$ cat src/rtl/swk_pkg.sv
package swk_pkg;
  typedef enum logic [1:0] {
    ST_RUN  = 2'd0,
    ST_STOP = 2'd1,
    ST_WAIT = 2'd2
  } swk_state_e;
endpackage

$ cat src/rtl/swk_wake_arb.sv
module swk_wake_arb #(
  parameter int NSRC  = 8,
  parameter int IDX_W = $clog2(NSRC)
) (
  input  logic [NSRC-1:0]  irq_req,
  input  logic [NSRC-1:0]  irq_en,
  input  logic [NSRC-1:0]  armed,
  input  logic             gie_dis,
  output logic             can_stop,
  output logic             wake_any,
  output logic [IDX_W-1:0] wake_idx
);
  logic [NSRC-1:0] hits;

  assign can_stop = !gie_dis && (|(irq_en & ~irq_req));
  assign hits     = armed & irq_req & irq_en;
  assign wake_any = |hits;

  // lowest index wins: scan downward so the last hit written is the lowest
  always_comb begin
    wake_idx = '0;
    for (int i = NSRC - 1; i >= 0; i--) begin
      if (hits[i]) wake_idx = IDX_W'(i);
    end
  end
endmodule

$ cat src/rtl/swk_prescaler.sv
module swk_prescaler #(
  parameter int SEL_W = 2,
  parameter int DIV_W = (1 << SEL_W) - 1
) (
  input  logic             clk,
  input  logic             rst_n,
  input  logic             clr,
  input  logic             run,
  input  logic             osc_tick,
  input  logic [SEL_W-1:0] sel,
  output logic             src_tick
);
  logic [DIV_W-1:0] cnt_q, cnt_d;
  logic [DIV_W:0]   mask_w;
  logic [DIV_W-1:0] mask;

  assign mask_w   = ((DIV_W+1)'(1) << sel) - (DIV_W+1)'(1);
  assign mask     = mask_w[DIV_W-1:0];
  assign src_tick = run && osc_tick && ((cnt_q & mask) == mask);

  always_comb begin
    cnt_d = cnt_q;
    if (clr)                 cnt_d = '0;
    else if (run && osc_tick) cnt_d = cnt_q + DIV_W'(1);
  end

  always_ff @(posedge clk or negedge rst_n) begin
    if (!rst_n) cnt_q <= '0;
    else        cnt_q <= cnt_d;
  end
endmodule

$ cat src/rtl/swk_stab_chain.sv
module swk_stab_chain #(
  parameter int S1_W    = 8,
  parameter int S2_W    = 3,
  parameter int S2_LOAD = 7
) (
  input  logic clk,
  input  logic rst_n,
  input  logic load,
  input  logic tick,
  output logic ovf
);
  localparam logic [S1_W-1:0] S1_INIT = '1;
  localparam logic [S2_W-1:0] S2_INIT = S2_W'(S2_LOAD);

  logic [S1_W-1:0] s1_q, s1_d;
  logic [S2_W-1:0] s2_q, s2_d;
  logic            s1_wrap;

  assign s1_wrap = tick && (s1_q == '0);
  assign ovf     = s1_wrap && (s2_q == '0);

  always_comb begin
    s1_d = s1_q;
    s2_d = s2_q;
    if (load) begin
      s1_d = S1_INIT;
      s2_d = S2_INIT;
    end else if (tick) begin
      s1_d = s1_wrap ? S1_INIT : s1_q - S1_W'(1);
      if (s1_wrap) s2_d = s2_q - S2_W'(1);
    end
  end

  always_ff @(posedge clk or negedge rst_n) begin
    if (!rst_n) begin
      s1_q <= S1_INIT;
      s2_q <= S2_INIT;
    end else begin
      s1_q <= s1_d;
      s2_q <= s2_d;
    end
  end
endmodule

$ cat src/rtl/stopwake_ctrl.sv
module stopwake_ctrl
  import swk_pkg::*;
#(
  parameter int NSRC    = 8,
  parameter int SEL_W   = 2,
  parameter int S1_W    = 8,
  parameter int S2_W    = 3,
  parameter int S2_LOAD = 7,
  parameter int IDX_W   = $clog2(NSRC)
) (
  input  logic             clk,
  input  logic             rst_n,
  input  logic             stop_req,
  input  logic [NSRC-1:0]  irq_req,
  input  logic [NSRC-1:0]  irq_en,
  input  logic             gie_dis,
  input  logic [SEL_W-1:0] src_sel,
  input  logic             osc_tick,
  output logic             osc_enable,
  output logic             cpu_clk_en,
  output logic             adc_halt,
  output logic             stop_err,
  output logic             wake_done,
  output logic [IDX_W-1:0] wake_idx
);
  logic [1:0]       rsync_q;
  logic             rst_ns;
  swk_state_e       st_q, st_d;
  logic [NSRC-1:0]  armed_q, armed_d;
  logic [SEL_W-1:0] sel_q, sel_d;
  logic [IDX_W-1:0] idx_q, idx_d;
  logic             err_q, err_d, done_q, done_d;
  logic             entry, can_stop, wake_any, src_tick, ovf;
  logic [IDX_W-1:0] arb_idx;

  // asynchronous assertion, synchronous release
  always_ff @(posedge clk or negedge rst_n) begin
    if (!rst_n) rsync_q <= '0;
    else        rsync_q <= {rsync_q[0], 1'b1};
  end
  assign rst_ns = rsync_q[1];

  swk_wake_arb #(.NSRC(NSRC), .IDX_W(IDX_W)) u_arb (
    .irq_req(irq_req), .irq_en(irq_en), .armed(armed_q), .gie_dis(gie_dis),
    .can_stop(can_stop), .wake_any(wake_any), .wake_idx(arb_idx)
  );

  swk_prescaler #(.SEL_W(SEL_W)) u_pre (
    .clk(clk), .rst_n(rst_ns), .clr(entry), .run(st_q == ST_WAIT),
    .osc_tick(osc_tick), .sel(sel_q), .src_tick(src_tick)
  );

  swk_stab_chain #(.S1_W(S1_W), .S2_W(S2_W), .S2_LOAD(S2_LOAD)) u_chain (
    .clk(clk), .rst_n(rst_ns), .load(entry), .tick(src_tick), .ovf(ovf)
  );

  always_comb begin
    st_d    = st_q;
    armed_d = armed_q;
    sel_d   = sel_q;
    idx_d   = idx_q;
    err_d   = 1'b0;
    done_d  = 1'b0;
    entry   = 1'b0;
    unique case (st_q)
      ST_RUN: begin
        if (stop_req) begin
          if (can_stop) begin
            entry   = 1'b1;
            st_d    = ST_STOP;
            armed_d = irq_en & ~irq_req;
            sel_d   = src_sel;
          end else begin
            err_d = 1'b1;
          end
        end
      end
      ST_STOP: begin
        if (wake_any) begin
          st_d  = ST_WAIT;
          idx_d = arb_idx;
        end
      end
      ST_WAIT: begin
        if (ovf) begin
          st_d   = ST_RUN;
          done_d = 1'b1;
        end
      end
      default: st_d = ST_RUN;
    endcase
  end

  always_ff @(posedge clk or negedge rst_ns) begin
    if (!rst_ns) begin
      st_q    <= ST_RUN;
      armed_q <= '0;
      sel_q   <= '0;
      idx_q   <= '0;
      err_q   <= 1'b0;
      done_q  <= 1'b0;
    end else begin
      st_q    <= st_d;
      armed_q <= armed_d;
      sel_q   <= sel_d;
      idx_q   <= idx_d;
      err_q   <= err_d;
      done_q  <= done_d;
    end
  end

  assign osc_enable = (st_q != ST_STOP);
  assign cpu_clk_en = (st_q == ST_RUN);
  assign adc_halt   = (st_q != ST_RUN);
  assign stop_err   = err_q;
  assign wake_done  = done_q;
  assign wake_idx   = idx_q;
endmodule

$ cat config.mk
export PLATFORM = sky130hd
export DESIGN_NAME = stopwake_ctrl
export DESIGN_NICKNAME = d
export VERILOG_FILES = /design/src/rtl/swk_pkg.sv /design/src/rtl/swk_wake_arb.sv /design/src/rtl/swk_prescaler.sv /design/src/rtl/swk_stab_chain.sv /design/src/rtl/stopwake_ctrl.sv
export SDC_FILE = /design/constraint.sdc
export NUM_CORES = 1
export LEC_CHECK = 0
export BUFFER_PORTS_ARGS = -buffer_cell sky130_fd_sc_hd__buf_2
export CAP_MARGIN = 20
export CORE_MARGIN = 3
export CORE_UTILIZATION = 40
export CTS_CLUSTER_SIZE = 10
export DETAILED_ROUTE_END_ITERATION = 16
export PLACE_DENSITY = 0.62
export RECOVER_POWER = 25
export SYNTH_ARGS = -nofsm -noshare
export SYNTH_HDL_FRONTEND = slang
export SYNTH_SLANG_ARGS = --single-unit
$ cat constraint.sdc
create_clock -name clk -period 1.6 [get_ports clk]
set_clock_uncertainty 0.05 [all_clocks]
set_input_delay 0.4 -clock clk [delete_from_list [all_inputs] [get_ports clk]]
set_output_delay 0.4 -clock clk [all_outputs]
set_load 0.01 [all_outputs]
== Word-level counts from Yosys, hierarchy flattened ==
Cells that the tools add are included.
Storage, ports and cells
  word-level logic and storage cells: 76
  register bits: 33
  output and inout bits: 8
  input port bits: 23
Cells by class
  shift-type cells: 1
  equal/unequal tests: 8
  add/subtract/negate cells: 4
  reduce and logical (&&, ||, !) cells: 19
  mux-type cells: 29
  bitwise gates (word level): 5
Operators by type and width (count)
  3-bit 2-to-1 mux: 13
  8-bit AND: 3
  8-bit 2-to-1 mux: 3
  8-bit OR reduction: 2
  8-bit logical NOT: 1
  1-bit 2-to-1 mux: 8
  2-bit 2-to-1 mux: 4
  8-bit inverter: 1
  2-bit nonzero test: 4
  8-bit by 1-bit subtractor with 8-bit output, second input constant: 1
  2-bit by 1-bit != test with 1-bit output, second input constant: 3
  2-bit case mux with 3 select lines: 1
  1-bit logical AND: 5
  2-bit != test, second input constant: 2
  2-bit AND reduction: 2
  4-bit AND reduction: 1
  3-bit by 1-bit adder with 3-bit output, second input constant: 1
  3-bit AND: 1
  3-bit == test: 1
  3-bit logical NOT: 1
  3-bit AND reduction: 1
  1-bit by 2-bit left shift with 3-bit output, first input constant: 1
  3-bit by 1-bit subtractor with 3-bit output, second input constant: 1
  3-bit by 2-bit subtractor with 3-bit output, second input constant: 1
  4 further kinds: 4

== Longest topological paths before layout ==
  depth in word-level cells: 10
  gate-level depth with buffers: 6
  mapped depth without buffers: 6

== By module ==
From an unflattened synthesis, not the netlist that was laid out.
Second synthesis, totals
  cells, all modules: 172
  area total of the unflattened synthesis: 1823.0 um^2
By module, submodules not included
  stopwake_ctrl: area an instance 803.3 um^2, times used 1, cells an instance 53, seq. area each 475.5 um^2
  swk_stab_chain: area an instance 651.9 um^2, times used 1, cells an instance 68, seq. area each 289.0 um^2
  swk_wake_arb: area an instance 205.2 um^2, times used 1, cells an instance 34, seq. area each 0.0 um^2
  swk_prescaler: area an instance 162.7 um^2, times used 1, cells an instance 17, seq. area each 75.1 um^2

== Least setup slack after synthesis ==
Ideal clock, no wire load.
  path type: register to register
  start: register st_q[0]
  end: register armed_q[0]
  setup time: 118 ps
  arrival: 1466 ps
  clock period less this slack: 1634 ps
  stages on the path, launching flop included: 7
  required time: 1432 ps
  path slack: -34 ps
  path buffers: 2
  path through: dfrtp_1 -> nor2_1 -> nand2_1 -> buf_2 -> a211o_1 -> buf_4 -> a21o_1
Between the ends
  word-level cells in the longest chain between the ends: 2
Ends and longest elaborated chain
  start, declared: line stopwake_ctrl.sv:28  | swk_state_e st_q, st_d;
  start signal, assigned: line stopwake_ctrl.sv:103  | st_q <= st_d;
  2-bit logical NOT
  via cpu_clk_en: line stopwake_ctrl.sv:20  | output logic cpu_clk_en,
  3-bit AND reduction (no source line)
  end signal, assigned: line stopwake_ctrl.sv:104  | armed_q <= armed_d;
  end, declared: line stopwake_ctrl.sv:29  | logic [NSRC-1:0] armed_q, armed_d;
The timed path passes the listed nets, and every way through them passes these cells.
A chain may end at the register's enable or synchronous reset.

== Final worst setup path ==
  start: register u_chain.s1_q[1]
  end: register u_chain.s2_q[1]
Between the ends
  word-level cells in the longest chain between the ends: 4
Ends and longest elaborated chain
  start, declared: line swk_stab_chain.sv:15  | logic [S1_W-1:0] s1_q, s1_d;
  start signal, assigned: line swk_stab_chain.sv:36  | s1_q <= S1_INIT;
  start signal, assigned: line swk_stab_chain.sv:39  | s1_q <= s1_d;
  8-bit logical NOT: line swk_stab_chain.sv:19  | assign s1_wrap = tick && (s1_q == '0);
  1-bit logical AND: line swk_stab_chain.sv:19
  2-bit nonzero test (no source line)
  2-bit AND reduction (no source line)
  end signal, assigned: line swk_stab_chain.sv:37  | s2_q <= S2_INIT;
  end signal, assigned: line swk_stab_chain.sv:40  | s2_q <= s2_d;
  end, declared: line swk_stab_chain.sv:16  | logic [S2_W-1:0] s2_q, s2_d;
No other way between the ends.

==> flow_metrics.py <==
metrics = {
    "clock_network": {
        "cts-buffers-inserted": 5,
        "cts_tree": "yes",
        "insertion_delay_ns": 0.29,
        "cts_sinks": 33,
        "clock_path_buffers": 2,
        "cts.reportedPaths.clkPinSlew_ns": 0.07,
        "htree_levels": 2,
        "cts_root_buf": "clkbuf_8",
    },
    "sta": {
        "finalHoldViolCount": 0,
        "max_slew_margin": 0.4728,
        "rsz0062_at_grt": "yes",
        "tightest_slew_ns": 0.7908,
        "fin_crit_sh": 1.004,
        "tns_ns": -0.006937,
        "setup_viol": 1,
        "fmax_mhz": 622.3,
        "setup_slack_ns": -0.006937,
        "period_needed_ns": 1.607,
        "holdWs_ns": 0.2913,
        "drv_slew": 0,
    },
    "finish": {
        "nNetsFinal": 280,
        "final_common_cell": "buf_4",
        "syn2layout_area_growth_pct": 39.74,
        "fin_area_um2": 2539,
        "layout.cells.most_common_list": "36 x buf_4, 27 x buf_2, 22 x dfrtp_1",
        "diodes": 0,
        "drive_above_1_share": 0.4488,
    },
    "critical_path": {
        "worstPathArrival_ns": 1.76,
        "start_kind": "flop",
        "crit_family": "flip-flops",
        "worstPathRequired_ns": 1.76,
        "crit_path_max_incr_delay_ns": 0.38,
        "crit_top_cell": "buf_6",
        "startpoint": "u_chain.s1_q[1]",
        "slowest_stage": "dfstp_2",
        "r2r-start": "u_chain.s1_q[1]",
        "crit_path_end_kind": "flop",
        "path_buf_inv": 3,
        "path_cells": "inv_2 -> ha_4 -> nor3b_4 -> nand3_4 -> buf_6 -> buf_6 -> o311ai_4",
        "critPathKind": "reg2reg",
        "path_max_fanout": 6,
    },
    "synthesis": {
        "synth_ff_type": "dfrtp_1",
        "synthesis.area_um2": 1817,
        "yosys.area_share.simple": 0.2541,
        "ys_warn_count": 0,
        "synth_top_cell_area_share": 0.3030,
        "syn_nets": 211,
        "synth_mux_area_frac": 0.01860,
        "synth_top_family_by_area": "simple AND/OR/NAND/NOR gates",
        "ys_top_cells_by_area": "dfrtp_1 30%, dfstp_2 16%, nand2b_1 4.5%",
        "ys_async_sr_fraction": 1.000,
        "yosysTopAreaCell": "dfrtp_1",
        "synth_seq_cells": 33,
        "yosys.cell_types.count": 49,
        "synth_fa_ha_area_frac": 0.02755,
        "synth_edf_count": 0,
        "synthXorXnorAreaFrac": 0.009642,
        "synth-compound-area-share": 0.1798,
        "avgSynthCellArea_um2": 9.874,
        "synthCells": 184,
        "yosysSeqAreaShare": 0.4621,
    },
    "place": {
        "place_congestion": 0.9120,
        "placed_cell_area_um2": 2266,
        "pre_cts_slack_ns": -0.2725,
        "dp_hpwl_mm": 3.306,
        "numPortBuffers": 30,
    },
    "detailed_routing": {
        "drt_iter0_drc": 72,
        "wirelength_mm": 4.489,
        "post_drt_wl_per_cell_um": 14.77,
        "via_per_inst": 5.438,
        "route.detailed.drc": 0,
        "route.vias.total": 1653,
        "ant_nets": 0,
        "firstDrtPassIters": 4,
    },
    "floorplanning": {
        "die_area_um2": 5387,
        "start_util": 0.4324,
        "io_pins": 31,
        "die_h_um": 73.40,
        "row_count": 23,
        "core_area_um2": 4202,
        "die-width_um": 73.40,
    },
    "grt": {
        "grt.overflow.total": 0,
        "grt_pass1_wl_mm": 7.838,
        "grt_use_total": 0.1918,
        "grt_start_max_net_pins": 32,
        "antenna_found_initial": 0,
        "grt_pass1_vias": 1770,
    },
    "power_and_ir_drop": {
        "power.leakage_nw": 1.213,
        "power.total_w": 0.003179,
        "power-per-cell-area_nw_per_um2": 1252,
        "irDropWorstVdd_uv": 884.0,
    },
    "run_status": {
        "status": "finished, violations left",
        "violations": "setup timing",
    },
    "min_path": {
        "min_from": "src_sel[0]",
        "hp-class": "in2reg",
    },
    "run": {
        "max_cap_violations": 0,
    },
}
[final timing paths]
check	end	slack, ns	cells after the start
worst max-delay path	u_chain.s2_q[1]	-0.007	7
worst min-delay path	sel_q[0]	0.29	2
worst max register to register	u_chain.s2_q[1]	-0.007	7
worst min register to register	rsync_q[1]	0.31	0
max in group asynchronous	wake_idx[2]	0.65	1
min in group asynchronous	st_q[1]	0.36	1
[cell type report]
class,instances,area [um^2]
Inverter,9,33.78
Sequential cell,33,839.6
Clock inverter,2,10.01
Multi-Input combinational cell,134,1051
Clock buffer,6,72.57
Fill cell,364,1663
Tap cell,50,62.56
Timing Repair Buffer,70,469.2
[cells in the mapped netlist, drive strengths merged (6+ instances only)]
cell    number
dfrtp       22
nand2b      13
nand3       12
dfstp       11
nor2        10
inv          9
nor3         9
a21o         8
o21ai        8
nand2        7
a21oi        6
o31ai        6
[timing repair]
item / in CTS / in global routing
setup buffers: 3 / 1
pin swaps: 5 / 5
setup endpoints to repair: 8 / 13
hold buffers: 1 / 0
resized for setup: 19 / 14
endpoints found under the hold margin: 2 / 0
[metal layers]
layer,part of all wire,GRT usage,vias to the layer above
li1,-,-,809
met1,0.44,0.2215,789
met2,0.49,0.3267,42
met3,0.037,0.04104,13
met4,0.034,0.1087,0
met5,0,0,-
[through the flow]
step,cells,util
detailed placement,291,0.5393
global route,304,0.6042
finish,304,0.6042
global placement,291,0.5393
CTS,303,0.5884
floorplan,184,-
[logic make-up after synthesis]
group | count (synthesis)
xor+xnor | 2
flops | 33
buf+inv | 17
mux | 3
fa+ha+maj | 4
other cells | 1
compound gates | 46
simple gates | 78
[power breakdown]
part | switching [W] | leakage, nW | internal (W)
logic | 0.000665 | 0.770 | 0.000673
clock network | 0.000313 | 0.0450 | 0.000301
registers | 0.000155 | 0.398 | 0.00107
total | 0.00113 | 1.21 | 0.00205
[flip-flops by register name, indices dropped and copies added (netlist names)]
register      cells
wake_done         1
sel_q             2
u_chain.s2_q      3
st_q              2
stop_err          1
armed_q           8
u_pre.cnt_q       3
rsync_q           2
wake_idx          3
u_chain.s1_q      8
(Power assumes the default switching activity.)
